File: config.mk
export PLATFORM = sky130hd
export DESIGN_NAME = nand_target_ctrl
export DESIGN_NICKNAME = d
export VERILOG_FILES = /design/src/rtl/nand_target_ctrl.sv
export SDC_FILE = /design/constraint.sdc
export NUM_CORES = 1
export LEC_CHECK = 0
export ABC_AREA = 1
export BUFFER_PORTS_ARGS = -buffer_cell sky130_fd_sc_hd__buf_4
export CAP_MARGIN = 15
export CORE_MARGIN = 4
export CORE_UTILIZATION = 40
export DETAILED_ROUTE_END_ITERATION = 10
export GPL_ROUTABILITY_DRIVEN = 0
export GPL_TIMING_DRIVEN = 0
export PLACE_DENSITY = 0.66
export SLEW_MARGIN = 10
export SYNTH_ARGS = -nofsm -noshare
export SYNTH_HDL_FRONTEND = slang
export SYNTH_SLANG_ARGS = --single-unit
File: constraint.sdc
create_clock -name clk_i -period 3.4 [get_ports clk_i]
set_input_delay 0.51 -clock clk_i [delete_from_list [all_inputs] [get_ports clk_i]]
set_output_delay 0.51 -clock clk_i [all_outputs]
set_load 0.005 [all_outputs]
File: src/rtl/nand_target_ctrl.sv
module nand_target_ctrl #(
  parameter int PAGE_BYTES = 8,
  parameter int PAGES = 4,
  parameter int PG_ADDR_BYTES = 3,
  parameter int ROW_BYTES = 2,
  parameter bit BUS16 = 1'b0,
  parameter bit AUTO_INC = 1'b0,
  parameter logic [7:0] ID0 = 8'hEC,
  parameter logic [7:0] ID1 = 8'hDA,
  parameter logic [7:0] ID2 = 8'h10,
  parameter logic [7:0] ID3 = 8'h95
) (
  input  logic       clk_i,
  input  logic       rst_ni,
  input  logic       ce_i,
  input  logic       cle_i,
  input  logic       ale_i,
  input  logic       wr_i,
  input  logic       rd_i,
  input  logic [7:0] din_i,
  output logic [7:0] dout_o,
  output logic       rdy_o
);
  localparam int CW = $clog2(PAGE_BYTES);
  localparam int RW = $clog2(PAGES);
  localparam int NW = CW + 2;
  localparam logic [NW-1:0] NBYTES = NW'(PAGE_BYTES);
  localparam logic [NW-1:0] STEP = BUS16 ? NW'(2) : NW'(1);
  localparam logic [NW-1:0] NID = (ID2 != 8'hFF || ID3 != 8'hFF) ? NW'(4) : NW'(2);
  localparam logic [2:0] N_PAGE = 3'(PG_ADDR_BYTES);
  localparam logic [2:0] N_COL = 3'(PG_ADDR_BYTES - ROW_BYTES);
  localparam logic [31:0] IDS = {ID3, ID2, ID1, ID0};

  localparam logic [7:0] C_READ1 = 8'h00, C_READ2 = 8'h30;
  localparam logic [7:0] C_PROG1 = 8'h80, C_PROG2 = 8'h10;
  localparam logic [7:0] C_RND1 = 8'h05, C_RND2 = 8'hE0;
  localparam logic [7:0] C_STAT = 8'h70, C_ID = 8'h90, C_RESET = 8'hFF;

  typedef enum logic [2:0] {S_IDLE, S_ADDR, S_CMD2, S_DIN, S_DOUT, S_ID, S_STAT} state_t;
  typedef enum logic [1:0] {OP_RD, OP_PRG, OP_RND, OP_ID} op_t;

  state_t                  state_q;
  op_t                     op_q;
  logic                    fail_q;
  logic [2:0]              acnt_q, anum_q;
  logic [NW-1:0]           cnt_q;
  logic [CW-1:0]           col_q;
  logic [RW-1:0]           row_q;
  logic [PAGE_BYTES*8-1:0] pbuf_q;
  logic [PAGE_BYTES*8-1:0] mem_q [PAGES];

  wire wr_ok = wr_i & ce_i & ~(ale_i & cle_i);
  wire rd_ok = rd_i & ~wr_i & ce_i & ~ale_i & ~cle_i;
  wire [CW+2:0] bsel = {cnt_q[CW-1:0], 3'b000};
  wire [7:0] buf_byte = pbuf_q[bsel +: 8];
  wire [7:0] id_byte = IDS[{cnt_q[1:0], 3'b000} +: 8];
  wire [7:0] status = {2'b11, 5'b00000, fail_q};
  wire [NW-1:0] cnt_nx = cnt_q + STEP;
  wire [2:0] acnt_nx = acnt_q + 3'd1;
  wire last_pg = (int'(row_q) + 1 >= PAGES);
  wire [RW-1:0] row_nx = last_pg ? row_q : row_q + 1'b1;
  wire known = din_i inside {C_READ1, C_READ2, C_PROG1, C_PROG2, C_RND1, C_RND2, C_STAT, C_ID};
  wire pend = state_q inside {S_ADDR, S_CMD2, S_DIN};

  assign rdy_o = 1'b1;

  always_comb begin
    dout_o = 8'h00;
    if (rd_ok) begin
      case (state_q)
        S_STAT: dout_o = status;
        S_DOUT: if (cnt_q < NBYTES) dout_o = buf_byte;
        S_ID:   if (cnt_q < NID) dout_o = id_byte;
        default: ;
      endcase
    end
  end

  always_ff @(posedge clk_i or negedge rst_ni) begin
    if (!rst_ni) begin
      state_q <= S_IDLE;
      op_q    <= OP_RD;
      fail_q  <= 1'b0;
      acnt_q  <= '0;
      anum_q  <= '0;
      cnt_q   <= '0;
      col_q   <= '0;
      row_q   <= '0;
      pbuf_q  <= '0;
      for (int p = 0; p < PAGES; p++) mem_q[p] <= '0;
    end else if (wr_ok && cle_i) begin
      if (din_i == C_RESET) begin
        state_q <= S_IDLE;
        fail_q  <= 1'b0;
      end else if (known) begin
        if (state_q == S_CMD2 && op_q == OP_RD && din_i == C_READ2) begin
          pbuf_q  <= mem_q[row_q];
          cnt_q   <= NW'(col_q);
          state_q <= S_DOUT;
        end else if (state_q == S_CMD2 && op_q == OP_RND && din_i == C_RND2) begin
          cnt_q   <= NW'(col_q);
          state_q <= S_DOUT;
        end else if (state_q == S_DIN && din_i == C_PROG2) begin
          mem_q[row_q] <= pbuf_q;
          fail_q  <= 1'b0;
          state_q <= S_IDLE;
        end else begin
          if (pend) fail_q <= 1'b1;
          acnt_q <= '0;
          cnt_q  <= '0;
          case (din_i)
            C_READ1: begin state_q <= S_ADDR; op_q <= OP_RD;  anum_q <= N_PAGE; end
            C_PROG1: begin state_q <= S_ADDR; op_q <= OP_PRG; anum_q <= N_PAGE; end
            C_RND1:  begin state_q <= S_ADDR; op_q <= OP_RND; anum_q <= N_COL;  end
            C_ID:    begin state_q <= S_ADDR; op_q <= OP_ID;  anum_q <= 3'd1;   end
            C_STAT:  state_q <= S_STAT;
            default: state_q <= S_IDLE;
          endcase
        end
      end
    end else if (wr_ok && ale_i) begin
      if (state_q != S_ADDR) begin
        fail_q  <= 1'b1;
        state_q <= S_IDLE;
      end else begin
        if (acnt_q == 3'd0 && op_q != OP_ID) col_q <= din_i[CW-1:0];
        if (acnt_q == N_COL && (op_q == OP_RD || op_q == OP_PRG)) row_q <= din_i[RW-1:0];
        acnt_q <= acnt_nx;
        if (acnt_nx == anum_q) begin
          case (op_q)
            OP_PRG:  begin state_q <= S_DIN; cnt_q <= NW'(col_q); end
            OP_ID:   begin state_q <= S_ID;  cnt_q <= '0; end
            default: state_q <= S_CMD2;
          endcase
        end
      end
    end else if (wr_ok) begin
      if (state_q != S_DIN) begin
        fail_q  <= 1'b1;
        state_q <= S_IDLE;
      end else if (cnt_q < NBYTES) begin
        pbuf_q[bsel +: 8] <= din_i;
        cnt_q <= cnt_nx;
      end
    end else if (rd_ok) begin
      if (state_q == S_DOUT && cnt_q < NBYTES) begin
        if (AUTO_INC && cnt_nx >= NBYTES) begin
          cnt_q  <= '0;
          row_q  <= row_nx;
          pbuf_q <= mem_q[row_nx];
        end else begin
          cnt_q <= cnt_nx;
        end
      end else if (state_q == S_ID && cnt_q < NID) begin
        cnt_q <= cnt_q + 1'b1;
      end
    end
  end
endmodule


## After elaboration in Yosys (flattened, before gate mapping)

Index checks and enable logic that the tools add are counted.

| storage, ports and cells | value |
|---|---|
| bits in registers | 342 |
| bits of input ports | 15 |
| output and inout port bits | 9 |
| word-level logic and storage cells | 194 |

| cells by class | value |
|---|---|
| shifts and indexed selects | 4 |
| reduce and logical (&&, ||, !) cells | 40 |
| $lt $le $gt $ge | 4 |
| bitwise gates (word level) | 18 |
| mux-type cells | 69 |
| equal/unequal tests | 43 |
| add/sub/neg operators | 3 |

Operator list:

| cell | number |
|---|---|
| $mux W64 | 11 |
| $bwmux W256 | 1 |
| $bmux W64 S2 | 1 |
| $demux W64 S2 | 1 |
| $mux W5 | 15 |
| $bwmux W64 | 1 |
| $shift A8 B8 Y64 const A | 1 |
| $shiftx A64 B7 Y8 | 1 |
| $shiftx A8 B8 Y64 | 1 |
| $mux W3 | 19 |
| $reduce_and A7 Y1 | 5 |
| $eq A8 B8 Y1 const B | 4 |
| $shiftx A32 B6 Y8 const A | 1 |
| $mux W8 | 3 |
| $pmux W8 S3 | 1 |
| $ne A2 B2 Y1 const B | 9 |
| $pmux W3 S2 | 3 |
| $logic_and A1 B1 Y1 | 12 |
| $ne A3 B2 Y1 const B | 4 |
| $ne A4 B2 Y1 const B | 3 |
| $reduce_and A4 Y1 | 3 |
| $mux W1 | 11 |
| $not A1 Y1 | 10 |
| $pmux W5 S2 | 1 |
| 38 further kinds | 59 |

## Depth between registers and ports, before layout

| logic depth | value |
|---|---|
| word-level depth | 9 |
| depth in mapped cells | 14 |
| depth with buffers taken out | 13 |

## Least setup slack after synthesis

OpenSTA, ideal clock, no wires.

| path | value |
|---|---|
| path type | register -> register |
| from | reg cnt_q[1] |
| to | reg pbuf_q[0] |
| path buffers | 2 |
| arrival time | 2.453 ns |
| slack | 0.817 ns |
| stages on the path, launching flop included | 13 |
| path through | dfrtp_1 -> inv_2 -> clkbuf_1 -> ha_1 -> ha_1 -> inv_1 -> nand3_1 -> nor3_2 -> nor2_1 -> nand3b_1 -> buf_2 -> nand2_1 -> o21ai_0 |

| on the way | value |
|---|---|
| longest elaborated chain between the ends | 8 |

RTL lines:

| what | RTL line | RTL |
|---|---|---|
| start: declaration | 46 | `logic [NW-1:0] cnt_q;` |
| start signal: assignment | 98 | `cnt_q <= NW'(col_q);` |
| start signal: assignment | 101 | `cnt_q <= NW'(col_q);` |
| start signal: assignment | 143 | `cnt_q <= cnt_nx;` |
| $neg A6 Y8 | 142 | `pbuf_q[bsel +: 8] <= din_i;` |
| $shiftx A8 B8 Y64 or $shift A8 B8 Y64 (tied branches) | 142 |  |
| $bwmux W64 | 142 |  |
| $mux W64 | 141 | `end else if (cnt_q < NBYTES) begin` |
| $mux W64 | 138 | `if (state_q != S_DIN) begin` |
| $mux W64 | 137 | `end else if (wr_ok) begin` |
| $mux W64 | 121 | `end else if (wr_ok && ale_i) begin` |
| $mux W64 | 91 | `end else if (wr_ok && cle_i) begin` |
| end signal: assignment | 97 | `pbuf_q <= mem_q[row_q];` |
| end signal: indexed assignment | 142 |  |
| end signal: assignment | 150 | `pbuf_q <= mem_q[row_nx];` |
| end: declaration | 49 | `logic [PAGE_BYTES*8-1:0] pbuf_q;` |

Parallel ways exist; a longest one is shown, timed or not. The select of a mux whose other input is x is not followed.
A chain may end at the register's enable or synchronous reset.

## Worst setup path after layout

| path | value |
|---|---|
| from | reg cnt_q[0] |
| to | out dout_o[1] |

| on the way | value |
|---|---|
| longest elaborated chain between the ends | 4 |

RTL lines:

| what | RTL line | RTL |
|---|---|---|
| $shiftx A64 B7 Y8, or another cell as far along | 55 | `wire [7:0] buf_byte = pbuf_q[bsel +: 8];` |
| $mux W8 (on tied branches) | 72, 73 |  |
| $pmux W8 S3 (*) | 70 | `case (state_q)` |
| $mux W8 (*) | 69 | `if (rd_ok) begin` |
| end: declaration | 21 | `output logic [7:0] dout_o,` |

Mark *: on every way between the ends. The rest lies on a longest branch, timed or not.

==> impl_summary.log <==
INFO  metric synth.top_cells.by_area = sky130_fd_sc_hd__dfrtp_1 53%, sky130_fd_sc_hd__nand2_1 15%, sky130_fd_sc_hd__o21ai_0 12%, sky130_fd_sc_hd__a21oi_1 3.3%, sky130_fd_sc_hd__a22oi_1 3.1%
INFO  metric power.ir.vdd_worst = 454 uV
INFO  metric first_global_vias = 14020
INFO  metric chipWidth = 208 um
INFO  metric fp.dieArea = 43200 um^2
INFO  metric die_h = 208 um
INFO  metric synth-async-reset-ratio = 100%
INFO  metric fin_skew = about 0.022 ns
INFO  metric fin_area = 18100 um^2
INFO  metric post_synthesis_average_cell_area = just over 8 um^2
INFO  metric syn-instance-count = 1955
INFO  metric regToRegStartpoint = cnt_q[0]
INFO  metric grt_remaining_overflow = 0
INFO  metric wirelength = 51700 um
INFO  metric io_buffer_count = 22
INFO  metric timing.hold.worst_endpoint = col_q[2]
INFO  metric worstSetupPathType = register to output pin
INFO  metric drt.antenna.violating_nets = 0
INFO  metric grt_antenna_before_repair = 0
INFO  metric final_min_period_over_clock_period = between 90 and 100%
INFO  metric cts_buffer_depth = 3
INFO  metric first_pass_grt_wire_length = between 80000 and 90000 um
INFO  metric cts_made_buffers = 38
INFO  metric dp.cells = 2498
INFO  metric cts_tree = built
INFO  metric mostFrequentLayoutCell = sky130_fd_sc_hd__nand2_1
INFO  metric timing.rr.end = pbuf_q[40]
INFO  metric cts.sinks = 341
INFO  metric critPathLaunchType = register
INFO  metric synth_fa_ha_area_share = less than 1%
INFO  metric initial_standard_cell_utilization_of_the_core = 40.8%
INFO  metric holdWs = 0.302 ns
INFO  metric synth_top_area_share = 53.4%
INFO  metric min_path_cells = 3
INFO  metric global_route.usage.total = 23.2%
INFO  metric vias = 14565
INFO  metric synth-warning-count = 0
INFO  metric final_max_slew_viol_count = 0
INFO  metric postSynth.topFlopCell = sky130_fd_sc_hd__dfrtp_1
INFO  metric grt_start_max_net_pins = 109
INFO  metric worstRegToRegCells = 11
INFO  metric outcome = complete, no violations
INFO  metric cp_max_fo = 10
INFO  metric drt_pre_antenna_iters = 6
INFO  metric vias_per_cell = 5.68
INFO  metric htree_num_levels = 2
INFO  metric fp.coreArea = 39100 um^2
INFO  metric synth_simple_gate_area_share = 18.7%
INFO  metric drive_above_1_share = 5.72%
INFO  metric wl_per_cell = just over 20 um
INFO  metric placementRows = 72
INFO  metric timing.final.ws_setup = ~0.18 ns
INFO  metric worst_hold_path_type = input pin to register
INFO  metric detailedPlace.worstSlack = -0.214 ns
INFO  metric most-common-layout-cells = 621 x sky130_fd_sc_hd__nand2_1, 394 x sky130_fd_sc_hd__o21ai_0, 340 x sky130_fd_sc_hd__dfrtp_1
INFO  metric timing.max_slew.rel_slack = 28.9%
INFO  metric synth-seq-area-share = 53.4%
INFO  metric num_io_pins = 24
INFO  metric synth_edf_count = 0
INFO  metric r2r_setup_slack = approximately 0.24 ns
INFO  metric diodes = 0
INFO  metric detailed_place_hpwl = 34900 um
INFO  metric placedInstanceArea = 16900 um^2
INFO  metric synthDominantAreaCellType = sky130_fd_sc_hd__dfrtp_1
INFO  metric crit_required = 2.89 ns
INFO  metric finalNetCount = 2047
INFO  metric cts_clk_pin_slew_worst_paths = 0.06 ns
INFO  metric fin_cells = 2565
INFO  metric synth_top_family_by_area = compound AO/OA/AOI/OAI gates
INFO  metric power.leakage = 8.19 nW
INFO  metric worst-slew-pin-transition = 1.07 ns
INFO  metric synth.mux.area_fraction = 0%
INFO  metric initialDrtViolationCount = 1660
INFO  metric clk_root_buffer_cell = sky130_fd_sc_hd__clkbuf_16
INFO  metric timing.critical_path.to_type = output pin
INFO  metric share_of_the_synthesized_area_in_compound_gates_ao_oa_aoi_oai = 21.1%
INFO  metric max-cap-violations = 0
INFO  metric worst_hold_startpoint = din_i[2]
INFO  metric postSynthNetCount = 1979
INFO  metric route.detailed.drc = 0
INFO  metric synth_cell_types = 33
INFO  metric rsz0062_at_grt = false
INFO  metric timing.final.setup_violations = 0
INFO  metric p_total = 10.1 mW
INFO  metric yosys.area_share.xor_xnor = 0.165%
INFO  metric synth_area = 16000 um^2
INFO  metric area_growth_syn_to_layout = 13.6%
INFO  metric power.density_cell_area = between 500 and 600 nW/um^2
INFO  metric synth.ff_latch_count = 341
INFO  metric clock_insertion_delay_worst_skew = approximately 0.54 ns
INFO  metric crit_arrival = 2.71 ns
INFO  metric final_hold_viol_count = 0
INFO  metric period_needed = between 3 and 4 ns
INFO  metric fillers = approximately 3800
INFO  metric max_clock_freq = 311 MHz
==> power breakdown <==
part	switching, mW	total [mW]	internal [mW]
Clock	1.63	4.06	2.43
Combinational	1.26	1.66	0.399
Sequential	0.145	4.43	4.29
==> worst max-delay path by stage <==
stage	to	cells past startpoint	start
floorplan	pbuf_q[0]	12	cnt_q[1]
global placement	mem_q[106]	1	rst_ni
detailed placement	pbuf_q[50]	11	cnt_q[0]
CTS	pbuf_q[18]	10	cnt_q[0]
global route	pbuf_q[41]	11	cnt_q[0]
finish	dout_o[1]	7	cnt_q[0]
==> state kept, by name, summed over array words and instances, names as in the netlist, 3 cells and up <==
name / cells
pbuf_q: 64
mem_q: 256
col_q: 3
state_q: 3
acnt_q: 3
cnt_q: 5
==> worst max-delay path: stages, from the launching register on <==
cell                       delay (ns)
sky130_fd_sc_hd__dfrtp_2         0.44
sky130_fd_sc_hd__buf_2           0.30
sky130_fd_sc_hd__clkbuf_1        0.48
sky130_fd_sc_hd__o21ai_0         0.26
sky130_fd_sc_hd__nand3_1         0.18
sky130_fd_sc_hd__nand3_1         0.12
sky130_fd_sc_hd__a21oi_1         0.24
sky130_fd_sc_hd__buf_4           0.16
==> Yosys cell counts (3+ instances only) <==
library cell	n
sky130_fd_sc_hd__buf_2	10
sky130_fd_sc_hd__o21ai_0	394
sky130_fd_sc_hd__dfrtp_1	341
sky130_fd_sc_hd__a21oi_1	106
sky130_fd_sc_hd__nand4_1	8
sky130_fd_sc_hd__o21ai_1	7
sky130_fd_sc_hd__clkbuf_1	90
sky130_fd_sc_hd__buf_1	9
sky130_fd_sc_hd__ha_1	9
sky130_fd_sc_hd__o211ai_1	4
sky130_fd_sc_hd__nor2_4	4
sky130_fd_sc_hd__buf_4	5
sky130_fd_sc_hd__nor2_1	46
sky130_fd_sc_hd__a22o_1	32
sky130_fd_sc_hd__nand3_1	58
sky130_fd_sc_hd__nand2_1	621
sky130_fd_sc_hd__a22oi_1	65
sky130_fd_sc_hd__inv_1	124
sky130_fd_sc_hd__nor3_2	3
==> what timing repair did <==
item | CTS | global route
gates cloned | 0 | 0
setup endpoints to repair | 23 | 34
hold endpoints to repair | 45 | 0
buffers inserted | 0 | 3
hold buffers | 1 | 0
gates resized for setup | 3 | 6
pin swaps | 0 | 2
==> final cells by class <==
class                   instances  area (um^2)  area share (%)
clock buffers                  58         1130            6.21
inverters                     127          480            2.65
multi-input cells            1373         6520            35.9
clock inverters                 6         86.3           0.476
plain buffers                 113          458            2.52
flip-flops and latches        341         8530            47.0
repair buffers                 29          288            1.59
well taps                     518          648            3.57
==> through the flow <==
stage	TNS (ns)	util, %
CTS	-0.0100	46.3
finish	0	46.4
floorplan	0	-
global placement	-444.09	42.9
detailed placement	-2.45	43.2
global route	0	46.4
==> cell families after synthesis <==
logic type,Yosys count
buf+inv,241
simple gates,749
compound gates,611
xor+xnor,3
flops,341
other cells,1
fa+ha+maj,9
==> per-layer routing <==
| layer | up-vias | track usage, % | wire length, um |
|---|---|---|---|
| met3 | 152 | 5.21 | 4960 |
| met5 | - | 0 | 0 |
| met4 | 0 | 8.97 | 1980 |
| met2 | 701 | 36.4 | 23300 |
| met1 | 7089 | 31.8 | 21500 |
| li1 | 6623 | - | - |
Power figures use the tool's default switching activity.
